**config.mk**
```make
export PLATFORM = sky130hd
export DESIGN_NAME = fp2int_trunc
export DESIGN_NICKNAME = d
export VERILOG_FILES = /design/src/rtl/fp2int_pkg.sv /design/src/rtl/fp2int_align.sv /design/src/rtl/fp2int_sat.sv /design/src/rtl/fp2int_trunc.sv
export SDC_FILE = /design/constraint.sdc
export NUM_CORES = 1
export LEC_CHECK = 0
export ABC_CLOCK_PERIOD_IN_PS = 7000
export BUFFER_PORTS_ARGS = -buffer_cell sky130_fd_sc_hd__buf_2
export CORE_UTILIZATION = 45
export DETAILED_ROUTE_END_ITERATION = 10
export PLACE_DENSITY = 0.76
export SYNTH_ARGS = -nofsm -noshare
export SYNTH_HDL_FRONTEND = slang
export SYNTH_HIERARCHICAL = 1
export SYNTH_SLANG_ARGS = --single-unit
```
**constraint.sdc**
```tcl
create_clock -name clk -period 7 [get_ports clk]
set_clock_uncertainty 0.15 [all_clocks]
set_input_delay 1.4 -clock clk [delete_from_list [all_inputs] [get_ports clk]]
set_output_delay 1.4 -clock clk [all_outputs]
set_load 0.05 [all_outputs]
```
**src/rtl/fp2int_pkg.sv**
```systemverilog
package fp2int_pkg;
    typedef enum logic [1:0] {
        CLS_ZERO = 2'b00,
        CLS_NUM  = 2'b01,
        CLS_INF  = 2'b10,
        CLS_NAN  = 2'b11
    } fp_class_e;
endpackage

```
**src/rtl/fp2int_align.sv**
```systemverilog
// Shifts the mantissa so that the integer part lands in the low N bits.
module fp2int_align #(
    parameter int N      = 32,
    parameter int EXP_W  = 12,
    parameter int MANT_W = 67
) (
    input  logic                     clk,
    input  logic                     rst_n,
    input  logic signed [EXP_W-1:0]  exp_i,
    input  logic [MANT_W-1:0]        mant_i,
    output logic [N-1:0]             mag_o,
    output logic                     lost_o,
    output logic                     big_o
);
    localparam int SH_W = $clog2(MANT_W) + 1;

    int                e_int;
    logic [SH_W-1:0]   sh_amt;
    logic [MANT_W-1:0] shifted;
    logic [MANT_W-1:0] low_mask;

    always_comb begin
        e_int    = int'(exp_i);
        big_o    = (e_int >= N);
        sh_amt   = '0;
        if (e_int >= 0 && e_int < N) begin
            sh_amt = SH_W'(MANT_W - 1 - e_int);
        end
        shifted  = mant_i >> sh_amt;
        low_mask = ~({MANT_W{1'b1}} << sh_amt);
        if (e_int < 0) begin
            mag_o  = '0;
            lost_o = |mant_i;
        end else if (big_o) begin
            mag_o  = '0;
            lost_o = 1'b0;
        end else begin
            mag_o  = shifted[N-1:0];
            lost_o = |(mant_i & low_mask);
        end
    end

    AST_LOST_NEEDS_BITS: assert property (@(posedge clk) disable iff (!rst_n)
        (mant_i == '0) |-> !lost_o);
    AST_NEG_EXP_EMPTY: assert property (@(posedge clk) disable iff (!rst_n)
        ($signed(exp_i) < 0) |-> (mag_o == '0));
endmodule

```
**src/rtl/fp2int_sat.sv**
```systemverilog
// Range check, saturation and sign application.
module fp2int_sat
    import fp2int_pkg::*;
#(
    parameter int N = 32
) (
    input  logic          clk,
    input  logic          rst_n,
    input  fp_class_e     cls_i,
    input  logic          sign_i,
    input  logic          big_i,
    input  logic [N-1:0]  mag_i,
    input  logic          lost_i,
    output logic [N-1:0]  res_o,
    output logic          inv_o,
    output logic          lost_o
);
    logic ovf;

    always_comb begin
        ovf    = 1'b0;
        res_o  = '0;
        inv_o  = 1'b0;
        lost_o = 1'b0;
        case (cls_i)
            CLS_ZERO: ;
            CLS_NUM: begin
                if (big_i) begin
                    ovf = 1'b1;
                end else if (mag_i[N-1] && (!sign_i || (|mag_i[N-2:0]))) begin
                    ovf = 1'b1;
                end else begin
                    res_o  = sign_i ? (~mag_i + 1'b1) : mag_i;
                    lost_o = lost_i;
                end
            end
            default: ovf = 1'b1;
        endcase
        if (ovf) begin
            res_o  = {sign_i, {(N-1){~sign_i}}};
            inv_o  = 1'b1;
            lost_o = 1'b0;
        end
    end

    AST_SIGN_FOLLOWS: assert property (@(posedge clk) disable iff (!rst_n)
        (!inv_o && res_o != '0) |-> (res_o[N-1] == sign_i));
    AST_NONNUM_SAT: assert property (@(posedge clk) disable iff (!rst_n)
        (cls_i == CLS_INF || cls_i == CLS_NAN) |-> inv_o);
    AST_TOO_BIG_SAT: assert property (@(posedge clk) disable iff (!rst_n)
        (cls_i == CLS_NUM && big_i) |-> inv_o);
endmodule

```
**src/rtl/fp2int_trunc.sv**
```systemverilog
module fp2int_trunc
    import fp2int_pkg::*;
#(
    parameter int N       = 32,
    parameter int EXP_W   = 12,
    parameter int MANT_W  = 67,
    parameter bit REG_OUT = 1'b1
) (
    input  logic                     clk,
    input  logic                     rst_n,
    input  logic [1:0]               in_class,
    input  logic                     in_sign,
    input  logic signed [EXP_W-1:0]  in_exp,
    input  logic [MANT_W-1:0]        in_mant,
    output logic [N-1:0]             out_int,
    output logic                     out_invalid,
    output logic                     out_lost
);
    typedef struct packed {
        logic [N-1:0] res;
        logic         inv;
        logic         lost;
    } conv_t;

    fp_class_e    cls;
    logic [N-1:0] mag;
    logic         al_lost;
    logic         big;
    conv_t        conv_d;
    conv_t        conv_q;

    assign cls = fp_class_e'(in_class);

    fp2int_align #(.N(N), .EXP_W(EXP_W), .MANT_W(MANT_W)) u_align (
        .clk    (clk),
        .rst_n  (rst_n),
        .exp_i  (in_exp),
        .mant_i (in_mant),
        .mag_o  (mag),
        .lost_o (al_lost),
        .big_o  (big)
    );

    fp2int_sat #(.N(N)) u_sat (
        .clk    (clk),
        .rst_n  (rst_n),
        .cls_i  (cls),
        .sign_i (in_sign),
        .big_i  (big),
        .mag_i  (mag),
        .lost_i (al_lost),
        .res_o  (conv_d.res),
        .inv_o  (conv_d.inv),
        .lost_o (conv_d.lost)
    );

    generate
        if (REG_OUT) begin : g_reg
            always_ff @(posedge clk) begin
                if (!rst_n) begin
                    conv_q <= '0;
                end else begin
                    conv_q <= conv_d;
                end
            end
        end else begin : g_comb
            assign conv_q = conv_d;
        end
    endgenerate

    assign out_int     = conv_q.res;
    assign out_invalid = conv_q.inv;
    assign out_lost    = conv_q.lost;

    AST_ZERO_QUIET: assert property (@(posedge clk) disable iff (!rst_n)
        (cls == CLS_ZERO) |-> (conv_d.res == '0 && !conv_d.inv && !conv_d.lost));
    AST_INV_CLEARS_LOST: assert property (@(posedge clk) disable iff (!rst_n)
        out_invalid |-> !out_lost);
endmodule

```
==> results.ini <==
[yosys]
synthArstFlopShare_pct = 0
ys_ff_latch = 34
avgSynthCellArea_um2 = 6.826
yosys.area.top_type = dfxtp_1
ys.flop_type = dfxtp_1
synth_edf_count = 0
synth_cell_types = 87
synth_top_area_share_pct = 9.208
synth_warnings = 6
yosys-top-cells-area = dfxtp_1 9.2%, mux2i_1 7.3%, nand2_1 5.2%, o21ai_0 4.7%, o211ai_1 4.2%
yosysSeqAreaShare_pct = 9.208
synth_nets = 1170
syn-cell-area_um2 = 7392
postSynthCellCount = 1083

[sta]
min_period_ns = 6.590
worst-slew-pin-transition_ns = 1.176
totalNegativeSetupSlack_ns = 0
drv_slew = 0
fmax_ghz = 0.1517
max_slew_margin_pct = 20.63
hold_violations = 0
setup_viol = 0
rsz0062_at_grt = no
finalCritPeriodShare_pct = 94.15

[clocking]
numCtsBuffers = 5
clockBufferDepth = 2
cts_hold_buf = 0
clkSinkCount = 34
post-cts-setup-buffer-count = 0
htreeDepth = 2
clockRootBuffer = clkbuf_16
ctsResizeCount = 0
clk_pin_slew_ns = 0.06
cts_tree = yes

[cells_and_area]
layout.nets = 1257
fillerInstances = 1556
post-route-util_pct = 53.66
regArea_um2 = 680.7
syn_to_final_growth_pct = 15.72
drive_gt1_share_pct = 24.77
multiInputGateArea_um2 = 6122

[global_routing]
grt_max_degree = 73
grt_pass1_wl_mm = 57.51
grt-ovfl-total = 0
grt_pass1_vias = 9176
antenna_found_initial = 3
grt.total_usage_pct = 45.44

[routing]
ant_nets = 0
drc_errors = 0
routedWlPerCell_um = 28.05
via_count = 10180
firstDrtPassIters = 6
wl_mm = 38.96
detail_route.vias_per_cell = 7.330
first_iter_violations = 1794

[outcome]
outcome = complete, no violations

[floorplanning]
ioPinCount = 118
design.core.area_um2 = 15940
dieArea_um2 = 16940
fp.dieW_um = 130.2
row_count = 46
die_h_um = 130.2
start_util_pct = 46.37

[place]
hpwlAfterDp_mm = 29.24
place_congestion = 1.052
port_buffers = 117

[pwr]
power_density_nw_per_um2 = 107.9
ir_drop_uv = 185.5
leakage_uw = 0.003411

[critical_path]
critPathKind = in2reg
worst-path-max-fanout = 31
required_ns = 7.07
arrival_ns = 6.66
critPathLaunchType = input port
cp-end-kind = flop

[job]
cap_violations = 0

[worst_hold_path]
min_path_type = in2reg
hold_depth = 3

## per-layer routing
metal | GRT usage, % | share of wire, % | vias to the layer above
met3 | 12.75 | 14 | 210
met4 | 23.94 | 6.0 | 2
met5 | 0 | 0.033 | -
met1 | 57.63 | 38 | 4671
li1 | - | - | 4377
met2 | 69.59 | 43 | 922
## critical path: stages
cell	delay, ns
buf_2	0.14
or4_2	0.90
buf_4	0.31
nor4_1	0.62
nand3_1	0.22
nand4_1	0.28
o22ai_1	0.11
a211oi_1	0.32
a211oi_1	0.16
or4_1	0.66
nor4_1	0.30
a41oi_1	0.23
or3b_4	0.59
o21ai_1	0.22
and2_2	0.17
## cells in the mapped netlist, drive strengths merged (9+ instances only)
cell type  instances
or3               12
a22oi             10
a211oi            33
a31oi             24
xor2              27
mux2               9
a21oi             60
nor2              75
nor3              52
o41ai             10
o21ai            103
or4               12
buf               49
nand2            104
a221oi            14
clkbuf            63
o31ai             27
nor4              35
nand4             22
dfxtp             34
inv               18
o22ai             18
mux2i             54
and2              36
nand3             29
nand2b            10
o211ai            41
## cells in the final DEF, fill, tap and decap left out, types with 41 or more instances in the layout
cell	instances
a21oi_1	59
nor3_1	47
nor2_1	73
o21ai_0	69
mux2i_1	54
buf_2	117
nand2_1	103
buf_4	70
o211ai_1	41
## area by class of cell
class / instances / share of cell area (%)
well taps: 216 / 3.159
diodes: 2 / 0.05851
repair buffers: 192 / 14.16
inverters: 19 / 0.8337
clock inverters: 3 / 0.8044
multi-input cells: 918 / 71.57
flip-flops and latches: 34 / 7.957
clock buffers: 5 / 1.463
## sequential cells by signal (all words and copies together) (netlist names)
| register | count |
|---|---|
| out_int | 32 |
| out_invalid | 1 |
| out_lost | 1 |
## power by group
part,internal (uW),switching (uW)
registers,204,2.04
logic,132,301
clock network,204,80.0
total,541,383
## metrics by stage
stage	instance area [um^2]	cells	total power (uW)	hold WS, ns	worst slack, ns
2_1_floorplan	7392	1083	471.5	1.386	0.6788
3_3_place_gp	8356	1379	623.0	1.685	0.4267
3_5_place_dp	8356	1379	621.6	1.681	0.3856
4_1_cts	8549	1387	906.0	1.416	0.6645
5_1_grt	8549	1387	951.6	1.452	0.3082
6_report	8554	1389	923.4	1.422	0.4098
## path summary, 6_finish.rpt
kind               startpoint                endpoint  slack, ns
setup / recovery   in_exp[11]  out_int[24]$_SDFF_PN0_       0.41
hold / removal    in_class[1]  out_invalid$_SDFF_PN0_       1.42
## logic make-up after synthesis
| group | count (synthesis) | share of synthesized area, % |
|---|---|---|
| flip-flops | 34 | 9.208 |
| adder cells (fa/ha/maj) | 3 | 0.5078 |
| AND/OR/NAND/NOR | 408 | 30.08 |
| multiplexers | 65 | 9.293 |
| buffers and inverters | 131 | 8.328 |
| XOR/XNOR | 32 | 4.249 |
| AO/OA/AOI/OAI | 410 | 38.34 |
Note: power is estimated with default switching activity, not from simulation.
